==> config.mk <==
export PLATFORM = sky130hd
export DESIGN_NAME = pwm_aq_dual
export DESIGN_NICKNAME = d
export VERILOG_FILES = /design/src/rtl/pwm_aq_pkg.sv /design/src/rtl/pwm_aq_force_ctl.sv /design/src/rtl/pwm_aq_event_resolve.sv /design/src/rtl/pwm_aq_out_stage.sv /design/src/rtl/pwm_aq_dual.sv
export SDC_FILE = /design/constraint.sdc
export NUM_CORES = 1
export LEC_CHECK = 0
export ABC_AREA = 1
export BUFFER_PORTS_ARGS = -buffer_cell sky130_fd_sc_hd__buf_2
export CAP_MARGIN = 10
export CORE_MARGIN = 1.5
export CORE_UTILIZATION = 45
export DETAILED_ROUTE_END_ITERATION = 16
export GPL_ROUTABILITY_DRIVEN = 0
export PLACE_DENSITY = 0.83
export SLEW_MARGIN = 20
export SYNTH_ARGS = -nofsm -noshare
export SYNTH_HDL_FRONTEND = slang
export SYNTH_SLANG_ARGS = --single-unit
export TNS_END_PERCENT = 20
==> constraint.sdc <==
create_clock -name clk -period 2.37 [get_ports clk]
set_input_delay 0.474 -clock clk [delete_from_list [all_inputs] [get_ports clk]]
set_output_delay 0.474 -clock clk [all_outputs]
set_load 0.01 [all_outputs]
==> src/rtl/pwm_aq_pkg.sv <==
`timescale 1ns/1ps
package pwm_aq_pkg;

  localparam int NUM_CH  = 2;
  localparam int FIELD_W = 2;

  localparam int ZERO_LSB = 0;
  localparam int PRD_LSB  = 2;
  localparam int CMPA_LSB = 4;
  localparam int CMPB_LSB = 8;

  typedef enum logic [1:0] {
    ACT_NONE   = 2'b00,
    ACT_LOW    = 2'b01,
    ACT_HIGH   = 2'b10,
    ACT_TOGGLE = 2'b11
  } aq_act_e;

  typedef enum logic [1:0] {
    FRC_OFF    = 2'b00,
    FRC_LOW    = 2'b01,
    FRC_HIGH   = 2'b10,
    FRC_OFF_B  = 2'b11
  } aq_frc_e;

  typedef enum logic [1:0] {
    RLD_ZERO   = 2'b00,
    RLD_PERIOD = 2'b01,
    RLD_EITHER = 2'b10,
    RLD_NOW    = 2'b11
  } aq_rld_e;

  typedef struct packed {
    logic cmpb;
    logic cmpa;
    logic period;
    logic zero;
  } aq_evt_t;

endpackage

==> src/rtl/pwm_aq_force_ctl.sv <==
`timescale 1ns/1ps
module pwm_aq_force_ctl
  import pwm_aq_pkg::*;
#(
  parameter int CH = NUM_CH
) (
  input  logic              clk,
  input  logic              rst,
  input  logic              tick,
  input  logic              evt_zero,
  input  logic              evt_period,
  input  logic              wr_en,
  input  logic [2*CH-1:0]   wr_val,
  input  logic [1:0]        reload_sel,
  output logic [2*CH-1:0]   shadow_o,
  output logic [2*CH-1:0]   active_o,
  output logic [2*CH-1:0]   effective_o
);

  localparam int VW = 2 * CH;

  logic [VW-1:0] shadow_q;
  logic [VW-1:0] active_q;
  logic          reload_now;
  aq_rld_e       sel;

  assign sel = aq_rld_e'(reload_sel);

  // Reload point decode: only a tick can move the shadow forward.
  always_comb begin
    reload_now = 1'b0;
    if (tick) begin
      unique case (sel)
        RLD_ZERO:   reload_now = evt_zero;
        RLD_PERIOD: reload_now = evt_period;
        RLD_EITHER: reload_now = evt_zero | evt_period;
        RLD_NOW:    reload_now = 1'b1;
        default:    reload_now = 1'b0;
      endcase
    end
  end

  always_ff @(posedge clk) begin
    if (rst) begin
      shadow_q <= '0;
    end else if (wr_en) begin
      shadow_q <= wr_val;
    end
  end

  always_ff @(posedge clk) begin
    if (rst) begin
      active_q <= '0;
    end else if (reload_now) begin
      active_q <= shadow_q;
    end
  end

  // The value being loaded on this tick already steers this tick's output.
  assign effective_o = reload_now ? shadow_q : active_q;
  assign shadow_o    = shadow_q;
  assign active_o    = active_q;

endmodule

==> src/rtl/pwm_aq_event_resolve.sv <==
`timescale 1ns/1ps
module pwm_aq_event_resolve
  import pwm_aq_pkg::*;
#(
  parameter int CTRL_W = 16
) (
  input  logic [CTRL_W-1:0] ctl,
  input  aq_evt_t           evt,
  output aq_act_e           act
);

  aq_act_e f_zero, f_prd, f_cmpa, f_cmpb;

  assign f_zero = aq_act_e'(ctl[ZERO_LSB +: FIELD_W]);
  assign f_prd  = aq_act_e'(ctl[PRD_LSB  +: FIELD_W]);
  assign f_cmpa = aq_act_e'(ctl[CMPA_LSB +: FIELD_W]);
  assign f_cmpb = aq_act_e'(ctl[CMPB_LSB +: FIELD_W]);

  // Highest-priority event that requests something wins.
  always_comb begin
    act = ACT_NONE;
    if (evt.cmpb && f_cmpb != ACT_NONE) begin
      act = f_cmpb;
    end else if (evt.cmpa && f_cmpa != ACT_NONE) begin
      act = f_cmpa;
    end else if (evt.period && f_prd != ACT_NONE) begin
      act = f_prd;
    end else if (evt.zero && f_zero != ACT_NONE) begin
      act = f_zero;
    end
  end

endmodule

==> src/rtl/pwm_aq_out_stage.sv <==
`timescale 1ns/1ps
module pwm_aq_out_stage
  import pwm_aq_pkg::*;
(
  input  logic    clk,
  input  logic    rst,
  input  logic    tick,
  input  aq_act_e act,
  input  aq_frc_e frc,
  output logic    pin
);

  logic pin_q;

  always_ff @(posedge clk) begin
    if (rst) begin
      pin_q <= 1'b0;
    end else if (tick) begin
      unique case (frc)
        FRC_LOW:  pin_q <= 1'b0;
        FRC_HIGH: pin_q <= 1'b1;
        default: begin
          unique case (act)
            ACT_LOW:    pin_q <= 1'b0;
            ACT_HIGH:   pin_q <= 1'b1;
            ACT_TOGGLE: pin_q <= ~pin_q;
            default:    pin_q <= pin_q;
          endcase
        end
      endcase
    end
  end

  assign pin = pin_q;

endmodule

==> src/rtl/pwm_aq_dual.sv <==
`timescale 1ns/1ps
module pwm_aq_dual
  import pwm_aq_pkg::*;
#(
  parameter int CTRL_W = 16
) (
  input  logic              clk,
  input  logic              rst,
  input  logic              tick,
  input  logic              evt_zero,
  input  logic              evt_period,
  input  logic              evt_cmpa_up,
  input  logic              evt_cmpb_up,
  input  logic [CTRL_W-1:0] ctl_a,
  input  logic [CTRL_W-1:0] ctl_b,
  input  logic              frc_wr,
  input  logic [3:0]        frc_val,
  input  logic [1:0]        frc_reload,
  output logic              out_a,
  output logic              out_b
);

  localparam int FW = FIELD_W * NUM_CH;

  aq_evt_t           evt;
  logic [FW-1:0]     shd_frc;
  logic [FW-1:0]     act_frc;
  logic [FW-1:0]     eff_frc;
  logic [CTRL_W-1:0] ctl_arr [NUM_CH];
  logic [NUM_CH-1:0] pins;

  assign evt.zero   = evt_zero;
  assign evt.period = evt_period;
  assign evt.cmpa   = evt_cmpa_up;
  assign evt.cmpb   = evt_cmpb_up;

  assign ctl_arr[0] = ctl_a;
  assign ctl_arr[1] = ctl_b;

  pwm_aq_force_ctl #(.CH(NUM_CH)) u_force (
    .clk         (clk),
    .rst         (rst),
    .tick        (tick),
    .evt_zero    (evt_zero),
    .evt_period  (evt_period),
    .wr_en       (frc_wr),
    .wr_val      (frc_val),
    .reload_sel  (frc_reload),
    .shadow_o    (shd_frc),
    .active_o    (act_frc),
    .effective_o (eff_frc)
  );

  for (genvar ch = 0; ch < NUM_CH; ch++) begin : g_ch
    aq_act_e act;

    pwm_aq_event_resolve #(.CTRL_W(CTRL_W)) u_res (
      .ctl (ctl_arr[ch]),
      .evt (evt),
      .act (act)
    );

    pwm_aq_out_stage u_out (
      .clk  (clk),
      .rst  (rst),
      .tick (tick),
      .act  (act),
      .frc  (aq_frc_e'(eff_frc[ch*FIELD_W +: FIELD_W])),
      .pin  (pins[ch])
    );
  end

  assign out_a = pins[0];
  assign out_b = pins[1];

endmodule

Word-level counts from Yosys, hierarchy flattened
Index checks and enable logic that the tools add are counted.
Storage, ports and cells
  logic and storage cells: 56
  bits of input ports: 46
  output and inout port bits: 2
  register bits: 10
Cells by class
  multiplexer cells: 15
  equality and inequality tests: 13
  bitwise logic cells: 3
  reductions and logical operators: 21
Operators with widths (number)
  == test 2 bit, second input constant: 8
  two-way mux 2 bit: 8
  nonzero test 2 bit: 8
  == test 2 x 1 -> 1 bit, second input constant: 5
  nonzero test 5 bit: 2
  logical AND 1 bit: 8
  case mux 1 bit (3 select lines): 2
  two-way mux 4 bit: 1
  case mux 1 bit (2 select lines): 2
  case mux 1 bit (4 select lines): 1
  AND reduction 2 bit: 2
  logical NOT 2 bit: 1
  NOT 1 bit: 2
  two-way mux 1 bit: 1
  OR 1 bit: 1

Logic depth before layout (Yosys ltp)
Gate-level depths: netlist of run 1.
  depth after elaboration: 9
  mapped depth: 14
  depth with buffers taken out: 14

Hierarchy
Synthesis of run 1 repeated with hierarchy kept, for this count alone.
Unflattened totals
  cell total of the unflattened synthesis: 154
  area, all modules: 859.6 um^2
By module, submodules not included
  pwm_aq_force_ctl: area each 366.6 um^2, instances 1, cells an instance 52, seq. area each 160.2 um^2
  pwm_aq_event_resolve: area each 133.9 um^2, instances 2, cells an instance 31, seq. area each 0.0 um^2
  pwm_aq_out_stage: area each 112.6 um^2, instances 2, cells an instance 20, seq. area each 20.0 um^2

Worst setup path after synthesis of run 1
OpenSTA, ideal clock, no wires.
  kind: input port to flip-flop
  start point: input port frc_reload[0]
  end point: register g_ch[1].u_out.pin_q
  cell stages on the path: 12
  required time: 2.257 ns
  buffers on the path: 0
  path slack: 0.709 ns
  arrival time: 1.548 ns
  setup time: 0.113 ns
  cell sequence: nor2_1 > nand2_2 > nand3_4 > nand2_1 > nand2_1 > inv_1 > ha_1 > nand2_1 > o21ai_1 > nand2_1 > nand2_1 > nor2_1
On the way
  cells in the longest elaborated chain, start to end: 7
  elaborated cells between the ends (all ways): 12
  those cells by class: eq/ne (5); mux (4); reduce/logical (3)
RTL lines
  start: declaration: line pwm_aq_dual.sv:18  | input logic [1:0] frc_reload,
  == test 2 bit (tied with other cells): line pwm_aq_force_ctl.sv:33  | unique case (sel)
  case mux 1 bit (4 select lines) *: line pwm_aq_force_ctl.sv:33
  two-way mux 1 bit *: line pwm_aq_force_ctl.sv:32  | if (tick) begin
  two-way mux 4 bit *: line pwm_aq_force_ctl.sv:60  | assign effective_o = reload_now ? shadow_q : active_q;
  net eff_frc[3]: line pwm_aq_dual.sv:28  | logic [FW-1:0] eff_frc;
  == test 2 x 1 -> 1 bit / == test 2 bit (equally long branches): line pwm_aq_out_stage.sv:19  | unique case (frc)
  nonzero test 5 bit (no source line)
  AND reduction 2 bit (no source line)
  end signal: assignment: line pwm_aq_out_stage.sv:26  | ACT_TOGGLE: pin_q <= ~pin_q;
  end signal: assignment: line pwm_aq_out_stage.sv:27  | default: pin_q <= pin_q;
  end: declaration: line pwm_aq_out_stage.sv:13  | logic pin_q;
Mark *: on every way through the listed nets, which the timed path passes. The rest lies on a longest branch.
A chain may end at the register's enable or synchronous reset.

Worst setup path after layout of run 1
Same ends and word-level chain as after synthesis.

==> metrics.txt, run 1 <==
Setup Buffers After CTS 0; simple-gate share of the synthesized area 0.4272; Antenna Nets Post-Route 0; initial antenna violation count 0; r2r setup slk 0.96 ns; worst skew pair latency 0.26 ns; diode count 0; PwrDens 489.8 nW/um2; maximum vdd drop a little over 0.4 mV; post-synthesis cell area 790.8 um2; status finished clean; Die W 44.92 um; Worst setup EP type flop; delay of the slowest critical-path stage about 0.31 ns; fin area 983.4 um2; core area 1577 um2; Mapped Nets 182; Period Utilization, post-route 0.7102; crit path kind input pin to flop; RSZ-0062 raised after global routing no; CP Max Fanout 5; Core Util, Final 0.6238; clk root buf clkbuf_4; Slowest cell on crit path ha_1; # resized after CTS 0; main combinational cell family by area after synthesis simple AND/OR/NAND/NOR gates; H-tree Lvls 1; Ys Warns 0; worst min path class input pin to flop; dominant cell type by area after synthesis dfxtp_1; largest cells by area after synthesis dfxtp_1 25%, nand2_1 16%, ha_1 9.5%, nor2_1 9.5%, inv_1 8.1%; Synth Area per Inst 6.083 um2; Post-synth EDFFs 0; Ports 48; Reg2Reg Depth 10; unique cell type count in the Yosys netlist 14; worst slew pin tran 0.2038 ns; input/output buffers 31; Wirelength per Cell slightly above 9 um; DRT Pass-1 Iters 4; hold wc startpoint rst; # DRC 0; worst-path cell chain buf_2, nor2_1, nand2_2, nand3_4, nand2_1, nand2_1, inv_1, ha_1, nand2_1, o21ai_1, nand2_1, nand2_1, nor2_1; synthesized instance count 130; nets@finish 217; setup tns final 0 ns; GRT Overall Usage 0.1998; Compound-Gate Fraction of Synth Area 0.1139; multiplexer share of the synthesized area 0; Max Clk Rate 594.1 MHz; XOR/XNOR Fraction of Synth Area 0; Seq/Total Area, Yosys 0.2532; most numerous cell in the Yosys netlist nand2_1; cts bufs inserted 3; Die Ht about 45 um; register bit total from synthesis 10; Reg2Reg Launch Point u_force.shadow_o[3]$_SDFFE_PP0P_; Layout area overhead 24.37%; Main synth FF type dfxtp_1; die area 2018 um2; Design Power 481.7 uW; initial core utilization 0.5016; CP required between 2 and 3 ns; Hold Path Stages 2; Post-DP Area 960.9 um2; TritonCTS clock tree built; Worst Path Arrival 1.83 ns; largest net degree at the start of global routing 9; layout cell share with drive strength beyond 1 0.2822; clk sink count 10; vias in the first global route 833; grt ovf 0; asr flop ratio synth 0; FF-to-FF End g_ch[1].u_out.pin$_SDFFE_PP0P_; crit-path most repeated cell nand2_1; Setup Skew 0.007283 ns; Post-CTS Hold Buffers 0; Slew HR 0.8632; post-synth top area share 0.2532; max_cap viols 0; Final Setup Violations 0; Clock transition at path regs 0.06 ns; max-slew violation count 0; leak pwr 0.5782 nW; first-pass GRT wire length 3008 um; site row count 14; Bufs on Longest Clock Path 2; most frequent cells after synthesis 34 x nand2_1, 20 x nor2_1, 17 x inv_1; Post-DP HPWL 1437 um; Setup crit start kind input pin; DRT Wirelength 1645 um; Initial DRC Count 4; vias per std cell 4.849; Via Count about 870; fraction of the mapped netlist area in adder cells 0.09494; Tmin final between 1.5 and 2 ns; Worst Hold Path EP u_force.active_o[2]$_SDFF_PP0_; Hold Vio Cnt, Final 0
routing by layer:
layer | vias up | track usage | routed length, um
met5 | - | 0 | 0
met4 | 0 | 0.05882 | 0
met3 | 0 | 0.07600 | 65
met2 | 15 | 0.3771 | 849
met1 | 373 | 0.1995 | 730
li1 | 480 | - | -
critical path: cells and delay by family:
kind | cells | cell delay [ns]
buffers and inverters | 2 | 0.17
adders and majority gates | 1 | 0.31
and+or+nand+nor | 9 | 0.71
AOI/OAI and AO/OA | 1 | 0.17
cell families after synthesis:
family,Yosys count
and+or+nand+nor,73
buffers and inverters,23
AOI/OAI and AO/OA,18
DFF,10
adders and majority gates,6
cells in the final DEF, fill, tap and decap left out:
cell type,count
nor2_1,20
nand3b_4,1
ha_1,6
nand2_1,34
o21ai_1,9
inv_1,17
buf_2,31
nand4_1,5
inv_2,5
nand3_4,1
a21oi_1,9
nand2_2,5
clkbuf_4,3
nand3_1,7
dfxtp_1,10
state kept, by name, summed over array words and instances, names as in the netlist:
name              cells
g_ch.u_out.pin        2
u_force.active_o      4
u_force.shadow_o      4
power by group:
part           switching [mW]  leakage (nW)  internal [mW]
logic                   0.105         0.481         0.0763
registers             0.00552        0.0829          0.184
clock network          0.0531        0.0138         0.0584
total                   0.163         0.578          0.318
area by class of cell:
class	instances	area, um2
Fill cell	162	593.1
Timing Repair Buffer	31	155.1
Clock buffer	3	22.52
Inverter	22	82.58
Multi-Input combinational cell	97	503.0
Sequential cell	10	200.2
Tap cell	16	20.02
how the worst max path moves through the flow:
stage | from | to
2_1_floorplan | frc_reload[0] | g_ch[1].u_out.pin$_SDFFE_PP0P_
3_3_place_gp | frc_reload[0] | g_ch[1].u_out.pin$_SDFFE_PP0P_
3_5_place_dp | frc_reload[0] | g_ch[1].u_out.pin$_SDFFE_PP0P_
4_1_cts | frc_reload[0] | g_ch[1].u_out.pin$_SDFFE_PP0P_
5_1_grt | evt_period | g_ch[1].u_out.pin$_SDFFE_PP0P_
6_report | frc_reload[0] | g_ch[1].u_out.pin$_SDFFE_PP0P_
stage by stage:
step / hold WS [ns] / worst slack [ns] / std cells
2_1_floorplan: 0.4298 / 0.7095 / 130
3_3_place_gp: 0.4443 / 0.4800 / 176
3_5_place_dp: 0.4560 / 0.4086 / 176
4_1_cts: 0.4399 / 0.6809 / 179
5_1_grt: 0.4325 / 0.5946 / 179
6_report: 0.4421 / 0.6868 / 179
Power figures use the tool's default switching activity.
==> run 2: changes to the inputs <==
--- a/config.mk
+++ b/config.mk
@@ -5,14 +5,14 @@
 export SDC_FILE = /design/constraint.sdc
 export NUM_CORES = 1
 export LEC_CHECK = 0
-export ABC_AREA = 1
+export ABC_AREA = 0
 export BUFFER_PORTS_ARGS = -buffer_cell sky130_fd_sc_hd__buf_2
 export CAP_MARGIN = 10
 export CORE_MARGIN = 1.5
-export CORE_UTILIZATION = 45
+export CORE_UTILIZATION = 40
 export DETAILED_ROUTE_END_ITERATION = 16
 export GPL_ROUTABILITY_DRIVEN = 0
-export PLACE_DENSITY = 0.83
+export PLACE_DENSITY = 0.77
 export SLEW_MARGIN = 20
 export SYNTH_ARGS = -nofsm -noshare
 export SYNTH_HDL_FRONTEND = slang
==> constraint.sdc (replaced) <==
create_clock -name clk -period 1.6 [get_ports clk]
set_input_delay 0.32 -clock clk [delete_from_list [all_inputs] [get_ports clk]]
set_output_delay 0.32 -clock clk [all_outputs]
set_load 0.01 [all_outputs]
==> metrics.txt, run 2 <==
post-synthesis cell area ~720 um2; worst slew pin tran roughly 0.32 ns; Slowest cell on crit path mux2_4; unique cell type count in the Yosys netlist 26; Setup Skew roughly 0.0049 ns; PnR worst setup slack -0.2809 ns; Worst Path Arrival 2.08 ns; PwrDens 647.6 nW/um2; leading cell type in the layout, fill and taps excluded buf_2; largest net degree at the start of global routing 11; nets@finish between 150 and 200; initial core utilization 0.4205; CP Max Fanout 4; Period Utilization, post-route 1.176; Reg2Reg Depth 6; max_cap viols 0; leak pwr 0.5515 nW; setup tns final -0.5383 ns; Setup crit start kind input pin; worst-path cell chain buf_6, mux2_4, o21ai_4, buf_4, mux2i_4, ha_4, inv_1, o31ai_4, a211o_1, a21oi_1; delay-heaviest family, CP compound AO/OA/AOI/OAI gates; worst skew pair latency between 0.2 and 0.3 ns; clk root buf clkbuf_4; site row count 15; delay of the slowest critical-path stage 0.30 ns; vias in the first global route 782; Post-synth EDFFs 0; commonest cells after routing, fill and taps aside 30 x buf_2, 17 x buf_4, 12 x nor2_1; failing checks negative setup slack; max-slew violation count 0; final non-filler cell total 158; Final Setup Violations 2; die area roughly 2100 um2; Main synth FF type dfxtp_1; RSZ-0062 raised after global routing yes; Clock transition at path regs about 0.06 ns; grt ovf 0; clk sink count 10; largest cells by area after synthesis dfxtp_1 28%, ha_1 10%, mux2i_1 9.8%, mux2_4 6.3%, nor2_1 6.3%; # DRC 0; Design Power between 700 and 800 uW; Hold Vio Cnt, Final 0; Tmin final 1.881 ns; Mapped Nets 138; vias per std cell about 5.0; Post-DP HPWL 1483 um; Ports 48; CP required 1.80 ns; most numerous cell in the Yosys netlist nor2_1; worst min path class input pin to flop; post-synth top area share 0.2787; Initial DRC Count 18; synthesized instance count 86; Slew HR 0.7786; status finished with violations; dominant cell type by area after synthesis dfxtp_1; Compound-Gate Fraction of Synth Area 0.2213; Via Count ~790; input/output buffers 31; Wirelength per Cell 11.65 um; worst slack, placed -0.6109 ns; core area 1708 um2; H-tree Lvls 1; Die Ht 45.38 um; register bit total from synthesis 10; initial antenna violation count 0; XOR/XNOR Fraction of Synth Area 0; Seq/Total Area, Yosys 0.2787; Max Clk Rate ~530 MHz; Layout area overhead 53.66%; Antenna Nets Post-Route 0; asr flop ratio synth 0; DRT Pass-1 Iters 4; most frequent cells after synthesis 12 x nor2_1, 11 x nand2_1, 10 x dfxtp_1; Ys Warns 0; Post-CTS Hold Buffers 0; Hold Path Stages 3; Bufs on Longest Clock Path 2; cts bufs inserted 3; GRT Overall Usage 0.2167; TritonCTS clock tree built; layout cell share with drive strength beyond 1 0.4662; hold_ws 0.3155 ns; multiplexer share of the synthesized area 0.1603; placed insts 154; first-pass GRT wire length 3160 um; fraction of the mapped netlist area in adder cells 0.1045; diode count 0; Worst setup EP type flop; crit path kind input pin to flop; main combinational cell family by area after synthesis compound AO/OA/AOI/OAI gates; Synth Area per Inst 8.351 um2; DRT Wirelength around 1800 um; maximum vdd drop 0.4666 mV; CP bufs+invs 3; CP Depth 10; simple-gate share of the synthesized area 0.1829; Die W between 40 and 50 um
-- run 2: changes by cell type in the layout (fill, tap and decap cells not counted), moves of 6 or more --
cell     change
nand2_1     -23
buf_4       +17
nor2_1       -8
o21ai_1      -9
inv_1       -14
mux2i_1      +6
-- run 2: cell type report --
cell class                 count  area [um2]
multi-input combinational     68       545.5
tap                           25       31.28
inverter                       4       15.01
clock buffer                   3       22.52
timing repair buffer          48       289.0
fill                         147       604.3
sequential                    10       200.2
-- run 2: routing by layer --
metal	vias up	part of all wire	GRT usage
met5	-	0	0
met4	0	0.011	0.05882
met3	2	0.010	0.05556
met2	9	0.55	0.4086
met1	376	0.43	0.2360
li1	399	-	-
-- run 2: logic make-up after synthesis --
kind of cell / count (synthesis)
AOI/OAI and AO/OA: 22
adders and majority gates: 6
DFF: 10
muxes: 10
and+or+nand+nor: 30
buffers and inverters: 8
-- run 2: power by group --
part / switching [mW] / total (mW) / internal [mW]
Combinational: 0.125 / 0.276 / 0.151
Clock: 0.0777 / 0.164 / 0.0865
Sequential: 0.00972 / 0.275 / 0.265
-- run 2: repair_timing --
action	in CTS	in global routing
gates resized for setup	5	1
pin swaps	2	0
setup buffers	1	0
setup endpoints to repair	2	2
-- run 2: per-stage QoR --
stage,utilization,cell area (um2)
after floorplan,-,744.5
after global placement,0.6000,1025
after detailed placement,0.6000,1025
after CTS,0.6410,1095
after global routing,0.6462,1104
final,0.6462,1104
-- run 2: worst reg2reg max path, delay by kind of cell (launching register included) --
family / cells / cell delay, ns
fa+ha+maj: 1 / 0.28
mux: 1 / 0.30
flops: 1 / 0.32
compound gates: 3 / 0.40
buf+inv: 1 / 0.05
-- run 2: path summary, 6_finish.rpt --
check	from	endpoint	slack, ns
hold reg to reg	g_ch[1].u_out.pin$_SDFFE_PP0P_	g_ch[1].u_out.pin$_SDFFE_PP0P_	0.49
hold / removal	frc_val[2]	u_force.shadow_o[2]$_SDFFE_PP0P_	0.32
setup / recovery	frc_reload[0]	g_ch[1].u_out.pin$_SDFFE_PP0P_	-0.28
setup reg to reg	u_force.shadow_o[3]$_SDFFE_PP0P_	g_ch[1].u_out.pin$_SDFFE_PP0P_	0.15
